===== config.mk =====
export PLATFORM = sky130hd
export DESIGN_NAME = spi_rd_seq
export DESIGN_NICKNAME = d
export VERILOG_FILES = /design/src/rtl/spi_rd_pkg.sv /design/src/rtl/spi_rd_sync.sv /design/src/rtl/spi_rd_rx.sv /design/src/rtl/spi_rd_tx.sv /design/src/rtl/spi_rd_seq.sv
export SDC_FILE = /design/constraint.sdc
export NUM_CORES = 1
export LEC_CHECK = 0
export CAP_MARGIN = 20
export CORE_MARGIN = 2
export CORE_UTILIZATION = 50
export DETAILED_ROUTE_END_ITERATION = 7
export GPL_ROUTABILITY_DRIVEN = 0
export HOLD_SLACK_MARGIN = 0.12
export PLACE_DENSITY = 0.8
export SLEW_MARGIN = 20
export SYNTH_ARGS = -nofsm -noshare
export SYNTH_HDL_FRONTEND = slang
export SYNTH_SLANG_ARGS = --single-unit

===== constraint.sdc =====
create_clock -name clk -period 2.1 [get_ports clk]
set_clock_uncertainty 0.1 [all_clocks]
set_input_delay 0.315 -clock clk [delete_from_list [all_inputs] [get_ports clk]]
set_output_delay 0.315 -clock clk [all_outputs]
set_load 0.005 [all_outputs]

===== src/rtl/spi_rd_pkg.sv =====
`timescale 1ns/1ps
package spi_rd_pkg;
  typedef enum logic [1:0] {
    PH_CMD,
    PH_ADDR,
    PH_DATA,
    PH_SKIP
  } phase_t;

  localparam logic [7:0] RD_OPCODE = 8'h03;
  localparam int unsigned CMD_BITS = 8;
  localparam int unsigned ADR_BITS = 16;
endpackage


===== src/rtl/spi_rd_sync.sv =====
`timescale 1ns/1ps
module spi_rd_sync #(
  parameter int unsigned W = 3,
  parameter int unsigned STAGES = 2,
  parameter logic [W-1:0] RST_VAL = '0
) (
  input  logic         clk,
  input  logic         rst,
  input  logic [W-1:0] d,
  output logic [W-1:0] q
);
  for (genvar g = 0; g < STAGES; g++) begin : stg
    logic [W-1:0] r;
    if (g == 0) begin : g_first
      always_ff @(posedge clk) begin
        if (rst) r <= RST_VAL;
        else     r <= d;
      end
    end else begin : g_next
      always_ff @(posedge clk) begin
        if (rst) r <= RST_VAL;
        else     r <= stg[g-1].r;
      end
    end
  end

  assign q = stg[STAGES-1].r;
endmodule


===== src/rtl/spi_rd_rx.sv =====
`timescale 1ns/1ps
module spi_rd_rx
  import spi_rd_pkg::*;
#(
  parameter int unsigned ADDR_W = 12
) (
  input  logic              clk,
  input  logic              rst,
  input  logic              cs_act,
  input  logic              sck_rise,
  input  logic              mosi,
  output logic              start,
  output logic [ADDR_W-1:0] start_addr,
  output logic              in_data
);
  localparam logic [3:0] CMD_LAST = 4'(CMD_BITS - 1);
  localparam logic [3:0] ADR_LAST = 4'(ADR_BITS - 1);

  phase_t            phase;
  logic [3:0]        cnt;
  logic [6:0]        op_q;
  logic [ADDR_W-1:0] adr_q;

  always_ff @(posedge clk) begin
    if (rst || !cs_act) begin
      phase <= PH_CMD;
      cnt   <= '0;
      start <= 1'b0;
      op_q  <= '0;
    end else begin
      start <= 1'b0;
      if (sck_rise) begin
        unique case (phase)
          PH_CMD: begin
            op_q <= {op_q[5:0], mosi};
            if (cnt == CMD_LAST) begin
              cnt   <= '0;
              phase <= ({op_q, mosi} == RD_OPCODE) ? PH_ADDR : PH_SKIP;
            end else begin
              cnt <= cnt + 4'd1;
            end
          end
          PH_ADDR: begin
            // bits above the array width fall off the top of the register
            adr_q <= {adr_q[ADDR_W-2:0], mosi};
            if (cnt == ADR_LAST) begin
              cnt   <= '0;
              phase <= PH_DATA;
              start <= 1'b1;
            end else begin
              cnt <= cnt + 4'd1;
            end
          end
          default: ;
        endcase
      end
    end
  end

  assign start_addr = adr_q;
  assign in_data    = (phase == PH_DATA);
endmodule


===== src/rtl/spi_rd_tx.sv =====
`timescale 1ns/1ps
module spi_rd_tx #(
  parameter int unsigned ADDR_W = 12
) (
  input  logic              clk,
  input  logic              rst,
  input  logic              cs_act,
  input  logic              sck_fall,
  input  logic              start,
  input  logic [ADDR_W-1:0] start_addr,
  input  logic              in_data,
  input  logic [7:0]        mem_rdata,
  output logic              so,
  output logic              so_oe,
  output logic              mem_re,
  output logic [ADDR_W-1:0] mem_addr
);
  logic       cap_q;
  logic [7:0] nxt_q;
  logic [6:0] sh_q;
  logic [2:0] bcnt;

  always_ff @(posedge clk) begin
    if (rst || !cs_act) begin
      mem_re <= 1'b0;
      cap_q  <= 1'b0;
      so_oe  <= 1'b0;
      so     <= 1'b0;
      bcnt   <= '0;
    end else begin
      mem_re <= 1'b0;
      cap_q  <= mem_re;
      if (cap_q) nxt_q <= mem_rdata;
      if (start) begin
        mem_addr <= start_addr;
        mem_re   <= 1'b1;
      end else if (in_data && sck_fall) begin
        bcnt <= bcnt + 3'd1;
        if (bcnt == 3'd0) begin
          // load prefetched byte and fetch the one after it
          so       <= nxt_q[7];
          sh_q     <= nxt_q[6:0];
          so_oe    <= 1'b1;
          mem_addr <= mem_addr + 1'b1;
          mem_re   <= 1'b1;
        end else begin
          so   <= sh_q[6];
          sh_q <= {sh_q[5:0], 1'b0};
        end
      end
    end
  end
endmodule


===== src/rtl/spi_rd_seq.sv =====
`timescale 1ns/1ps
module spi_rd_seq #(
  parameter int unsigned ADDR_W      = 12,
  parameter int unsigned SYNC_STAGES = 2
) (
  input  logic              clk,
  input  logic              rst,
  input  logic              spi_clk,
  input  logic              spi_sel_n,
  input  logic              spi_mosi,
  output logic              spi_miso,
  output logic              spi_miso_oe,
  output logic              mem_re,
  output logic [ADDR_W-1:0] mem_addr,
  input  logic [7:0]        mem_rdata
);
  logic sel_s, sck_s, mosi_s, sck_d;
  logic cs_act, sck_rise, sck_fall;
  logic rx_start, in_data;
  logic [ADDR_W-1:0] rx_addr;

  spi_rd_sync #(.W(3), .STAGES(SYNC_STAGES), .RST_VAL(3'b100)) u_sync (
    .clk (clk),
    .rst (rst),
    .d   ({spi_sel_n, spi_clk, spi_mosi}),
    .q   ({sel_s, sck_s, mosi_s})
  );

  always_ff @(posedge clk) begin
    if (rst) sck_d <= 1'b0;
    else     sck_d <= sck_s;
  end

  assign cs_act   = ~sel_s;
  assign sck_rise = sck_s & ~sck_d;
  assign sck_fall = ~sck_s & sck_d;

  spi_rd_rx #(.ADDR_W(ADDR_W)) u_rx (
    .clk        (clk),
    .rst        (rst),
    .cs_act     (cs_act),
    .sck_rise   (sck_rise),
    .mosi       (mosi_s),
    .start      (rx_start),
    .start_addr (rx_addr),
    .in_data    (in_data)
  );

  spi_rd_tx #(.ADDR_W(ADDR_W)) u_tx (
    .clk        (clk),
    .rst        (rst),
    .cs_act     (cs_act),
    .sck_fall   (sck_fall),
    .start      (rx_start),
    .start_addr (rx_addr),
    .in_data    (in_data),
    .mem_rdata  (mem_rdata),
    .so         (spi_miso),
    .so_oe      (spi_miso_oe),
    .mem_re     (mem_re),
    .mem_addr   (mem_addr)
  );
endmodule


==> results.ini, run 1 <==
[pwr]
p_per_area_nw_per_um2=713.8
ir_drop_v=0.0005050
power.leakage_nw=1.046

[final_layout]
final.fill_count=404
stdcell_area_um2=3182
drive_gt1_share_pct=12.88
area_growth_pct=19.67
final_cells=334
nets=276
antenna_cells=0

[critical_path]
r2r_slack_ns=0.46
timing.rr.end=u_tx.mem_addr[8]
critPathArrivalTime_ns=1.29
rr_worst_depth=5
critical_path_buf_inv_count=1
r2r-start=u_tx.mem_addr[0]
cp_slowest_cell=clkdlybuf4s50_1
slowest_delay_ns=0.53
end_kind=output port
path_delay_family=buffers and inverters
worstPathMaxFanout=5
crit_chain=clkdlybuf4s50_1
start_kind=register
required_ns=1.68
crit_type=register to output port

[synthesis]
ys_ff_latch=67
synthCells=220
synth_nets=237
synth-edff-count=39
yosysUniqueCellTypes=35
mappedNetlistArea_um2=2659
ys_seq_area_share_pct=65.13
async_reset_ff_share_pct=0
yosys_warnings=0
avgSynthCellArea_um2=12.09
yosys_most_used_dff=edfxtp_1

[place]
post_dp_cell_area_um2=3030
dp_hpwl_mm=3.007
dp_cells=318
pre_cts_ws_ns=0.2006
port_buffers=27

[clocking]
cts_resized=0
path_clk_slew_ns=0.06
htreeDepth=3
clockBufferDepth=2
tritoncts=done
clk_latency_ns=0.34
cts_buffers=9
cts-root-buf=clkbuf_8
post_cts_buffers=0
postCtsHoldBufs=0
cts.sinks=67

[sta]
post-route-period-util_pct=81.34
timing.slew.headroom_pct=71.42
worst_pin_slew_ns=0.4271
final_hold_viol_count=0
rsz0062_at_grt=no
slew_viol_final=0
fin_ws_ns=0.3919
fin_crit_ns=1.708
setup_violations=0
max_freq_mhz=585.5
fin_tns_setup_ns=0

[worst_hold_path]
worstHoldPathCells=1
min_from=u_sync.stg[0].r[2]
hold_end=u_sync.q[2]
min-delay-path-class=register to register

[floorplanning]
rows=26
ios=28
die_x_um=76.92
initial_utilization_pct=52.06
dieArea_um2=5917
dieHeight_um=76.92
core_area_um2=5107

[grt]
gr-usage-met1_pct=20.16
antenna_found_initial=0
use_met3_pct=6.824
grt_pass1_vias=1631
grt_start_max_net_pins=20
grt_use_met2_pct=25.00
grt-ovfl-total=0
grt_use_total_pct=16.49
grt.busiest_layer=met2
grt_first_pass_wirelength_mm=7.417

[routing]
via_per_inst=5.045
drt_iter0_drc=77
drc=0
postRouteWirelength_mm=4.250
antenna_left=0
num_vias=1685
wl_per_cell_um=12.72
firstDrtPassIters=4

[status]
status=complete, no violations

[run]
drv_cap=0

==> how the worst max path moves through the flow <==
stage | from | endpoint | slack (ns) | depth (start not counted)
6_report | u_tx.mem_addr[2] | mem_addr[2] | 0.39 | 1
5_1_grt | u_tx.mem_addr[5] | u_tx.mem_addr[11] | 0.22 | 4
4_1_cts | u_tx.mem_addr[2] | mem_addr[2] | 0.36 | 1
3_5_place_dp | rst | u_tx.sh_q[6] | 0.20 | 3
3_3_place_gp | rst | u_tx.sh_q[6] | 0.25 | 3
2_1_floorplan | u_tx.bcnt[0] | u_tx.mem_addr[0] | 0.02 | 6
==> area by class of cell <==
type / count / area [µm²] / area share, %
flip-flops and latches: 67 / 1732 / 54.42
multi-input cells: 141 / 865.8 / 27.21
repair buffers: 34 / 322.8 / 10.15
clock buffers: 11 / 131.4 / 4.129
well taps: 70 / 87.58 / 2.753
inverters: 6 / 22.52 / 0.7078
clock inverters: 5 / 20.02 / 0.6292
==> flip-flops by register name, summed over array words and instances, names as in the netlist, 2 cells and up <==
name             flops
u_sync.q             3
u_sync.stg.r         3
u_rx.op_q            7
u_rx.phase           2
u_rx.start_addr     12
u_tx.bcnt            3
u_tx.nxt_q           8
u_tx.mem_addr       12
u_rx.cnt             4
u_tx.sh_q            7
==> kinds of logic after synthesis <==
group	share of synthesized area, %
buf+inv	2.306
mux	3.341
simple gates	16.38
compound gates	6.353
xor+xnor	4.612
fa+ha+maj	1.882
flops	65.13
==> per-layer routing <==
layer / wire (µm) / share of wire [%]
met1: 1929 / 45
met2: 1996 / 47
met3: 244 / 5.7
met4: 79 / 1.9
met5: 0 / 0
==> power by group <==
group / leakage (nW) / internal, mW / switching, mW
logic: 0.392 / 0.0292 / 0.0158
clock network: 0.0773 / 0.410 / 0.431
registers: 0.577 / 1.38 / 0.00260
total: 1.05 / 1.82 / 0.449
==> cells in the mapped netlist (4+ instances only) <==
library cell,instances,share of area [%]
nand2_1,32,4.5
mux2_2,7,3.0
nand4_1,4,0.94
nor2b_1,6,1.4
dfxtp_1,28,21
edfxtp_1,39,44
a21oi_1,14,2.6
nand3_1,5,0.94
nor2_1,16,2.3
inv_1,6,0.85
o21ai_0,11,2.1
ha_1,4,1.9
xnor2_1,11,3.6
and2_1,4,0.94
==> layout by cell type, fill, tap and decap left out, types with 2 or more instances in the layout <==
cell,Yosys,routed
clkbuf_8,0,9
buf_4,0,7
or2_2,3,3
a21oi_1,14,14
nand4_1,4,4
inv_1,6,6
clkbuf_1,3,2
nor2_1,16,16
ha_1,4,4
and3_1,2,2
clkinv_1,0,4
edfxtp_1,39,39
xnor2_1,11,11
o21ai_0,11,11
nor2b_1,6,6
mux2_2,7,7
nor3_1,3,3
nand2_1,32,32
xor2_1,3,3
a211oi_1,2,2
nand3_1,5,5
dfxtp_1,28,28
nor4_1,2,2
clkdlybuf4s50_1,0,27
and2_1,4,4
==> stage by stage <==
step	hold WS, ns	power (mW)	util (%)
4_1_cts	0.3281	2.296	62.30
5_1_grt	0.3542	2.355	62.30
3_5_place_dp	0.3133	1.459	59.33
6_report	0.3242	2.271	62.30
2_1_floorplan	0.2866	1.430	-
3_3_place_gp	0.2974	1.458	59.33
No activity file was read; power rests on OpenSTA's default activity.
==> run 2, diff against run 1 <==
CORE_UTILIZATION = 55   (was 50)
PLACE_DENSITY = 0.83   (was 0.8)
clock period = 1.7 ns   (was 2.1 ns; I/O delays follow)
==> run 2 against run 1 <==
Net effect: flip-flop and latch count stayed put; sequential share of layout area is 2.2 points lower; critical path depth stayed put; routed wire length is 9.1% higher; via count is 2.3% higher; sequential power is 23% higher; worst setup slack worse by 0.34 ns; highest routed layer unchanged; total power is 27% higher; clock power is 33% higher; die area is 8.6% lower; clock-buffer cell count is 2 higher.
==> results.ini, run 2 (same netlist as run 1, synthesis figures left out) <==
[grt]
grt_start_max_net_pins=23
antenna_found_initial=0
grt-ovfl-total=0
grt_use_total_pct=19.81
grt_pass1_vias=1734
grt_first_pass_wirelength_mm=7.831

[floorplanning]
initial_utilization_pct=56.67
dieHeight_um=73.53
dieArea_um2=5407
core_area_um2=4692
rows=25
die_x_um=73.53
ios=28

[final_layout]
nets=283
final_cells=325
antenna_cells=0
final_common_cell=edfxtp_1
layout_common_cells=39 x edfxtp_1, 32 x nand2_1, 28 x dfxtp_1
area_growth_pct=24.80
fin_util_pct=70.72
drive_gt1_share_pct=19.19
final.fill_count=335

[worst_hold_path]
hold_end=u_sync.q[2]
worstHoldPathCells=1
min-delay-path-class=register to register
min_from=u_sync.stg[0].r[2]

[critical_path]
end_kind=output port
r2r_slack_ns=0.11
critical_path_buf_inv_count=1
path_delay_family=buffers and inverters
start_kind=register
crit_chain=clkdlybuf4s50_1
slowest_delay_ns=0.54
timing.rr.end=u_tx.sh_q[6]
rr_worst_depth=5
cp_slowest_cell=clkdlybuf4s50_1
required_ns=1.34
worstPathMaxFanout=3
critPathArrivalTime_ns=1.29
crit_type=register to output port
r2r-start=u_tx.bcnt[0]

[sta]
fin_crit_ns=1.645
worst_pin_slew_ns=0.3197
fin_ws_ns=0.05509
setup_violations=0
final_hold_viol_count=0
max_freq_mhz=607.9
post-route-period-util_pct=96.76
timing.slew.headroom_pct=78.61
slew_viol_final=0
rsz0062_at_grt=no

[status]
status=complete, no violations

[clocking]
path_clk_slew_ns=0.07
cts_buffers=9
clk_latency_ns=0.34
tritoncts=done
postCtsHoldBufs=0
cts.sinks=67
cts-root-buf=clkbuf_8
htreeDepth=3
clockBufferDepth=2

[routing]
via_per_inst=5.302
firstDrtPassIters=4
num_vias=1723
postRouteWirelength_mm=4.637
wl_per_cell_um=14.27
antenna_left=0
drc=0
drt_iter0_drc=102

[place]
pre_cts_ws_ns=-0.08462
port_buffers=27
dp_cells=308
dp_hpwl_mm=3.210

[pwr]
p_clk_share_pct=38.8
comb_power_share_pct=2.0
p_int_mw=2.307
p_per_area_nw_per_um2=870.9
switchingPower_mw=0.5831
ir_drop_v=0.0008552
power.leakage_nw=1.132
power.total_mw=2.890
switching_share_pct=20.18
seqPwrFrac_pct=59.2

[run]
drv_cap=0

==> run 2: cell types whose count changed in the layout (fill, tap and decap cells not counted), moves of 2 or more <==
cell and delta:
dlymetal6s2s_1 +2, buf_4 +3, nor3_1 -2, nor3_2 +2, clkinv_1 -3, buf_12 +3, nand3_1 -2, nand3_2 +2
clkdlybuf4s50_1 -3
==> run 2: power groups by stage <==
stage               logic (mW)  clock network [mW]  registers (mW)
global route            0.0636                1.22            1.71
detailed placement      0.0588                   0            1.75
CTS                     0.0592                1.16            1.71
floorplan               0.0213                   0            1.75
global placement        0.0573                   0            1.75
finish                  0.0583                1.12            1.71
==> run 2: area by class of cell <==
cell class,instances,area [µm²],area share [%]
inverters,6,22.52,0.6787
repair buffers,41,420.4,12.67
multi-input cells,141,913.4,27.53
well taps,54,67.56,2.036
clock buffers,13,148.9,4.487
clock inverters,3,13.76,0.4148
flip-flops and latches,67,1732,52.19
==> run 2: timing repair <==
action,4_1_cts,5_1_grt
endpoints found under the hold margin,0,0
cloned,0,0
setup buffers,0,1
endpoints found under the setup margin,7,20
resized for setup,2,11
==> run 2: routing by layer <==
| layer | global-route usage, % | wire [µm] |
|---|---|---|
| met1 | 24.16 | 1970 |
| met5 | 0 | 0 |
| met3 | 5.350 | 183 |
| met2 | 32.14 | 2430 |
| met4 | 10.30 | 53 |
==> run 2: worst max-delay path by stage <==
| stage | from | end | slack (ns) | depth (start not counted) |
|---|---|---|---|---|
| 3_3_place_gp | rst | u_rx.start_addr[8] | -0.05 | 4 |
| 3_5_place_dp | rst | u_rx.start_addr[8] | -0.08 | 4 |
| 4_1_cts | u_tx.mem_addr[7] | mem_addr[7] | 0.02 | 1 |
| 2_1_floorplan | u_tx.bcnt[0] | u_tx.mem_addr[0] | 0.09 | 6 |
| 6_report | u_tx.mem_addr[6] | mem_addr[6] | 0.06 | 1 |
| 5_1_grt | u_tx.mem_addr[3] | mem_addr[3] | 0.0003 | 1 |
==> run 2: metrics by stage <==
stage,instance area (µm²),setup TNS (ns),hold WS [ns]
after floorplan,2668,0,0.2266
after global placement,3100,-0.7697,0.2959
after detailed placement,3100,-1.880,0.2980
after CTS,3264,0,0.3143
after global routing,3318,0,0.3466
final,3318,0,0.3144
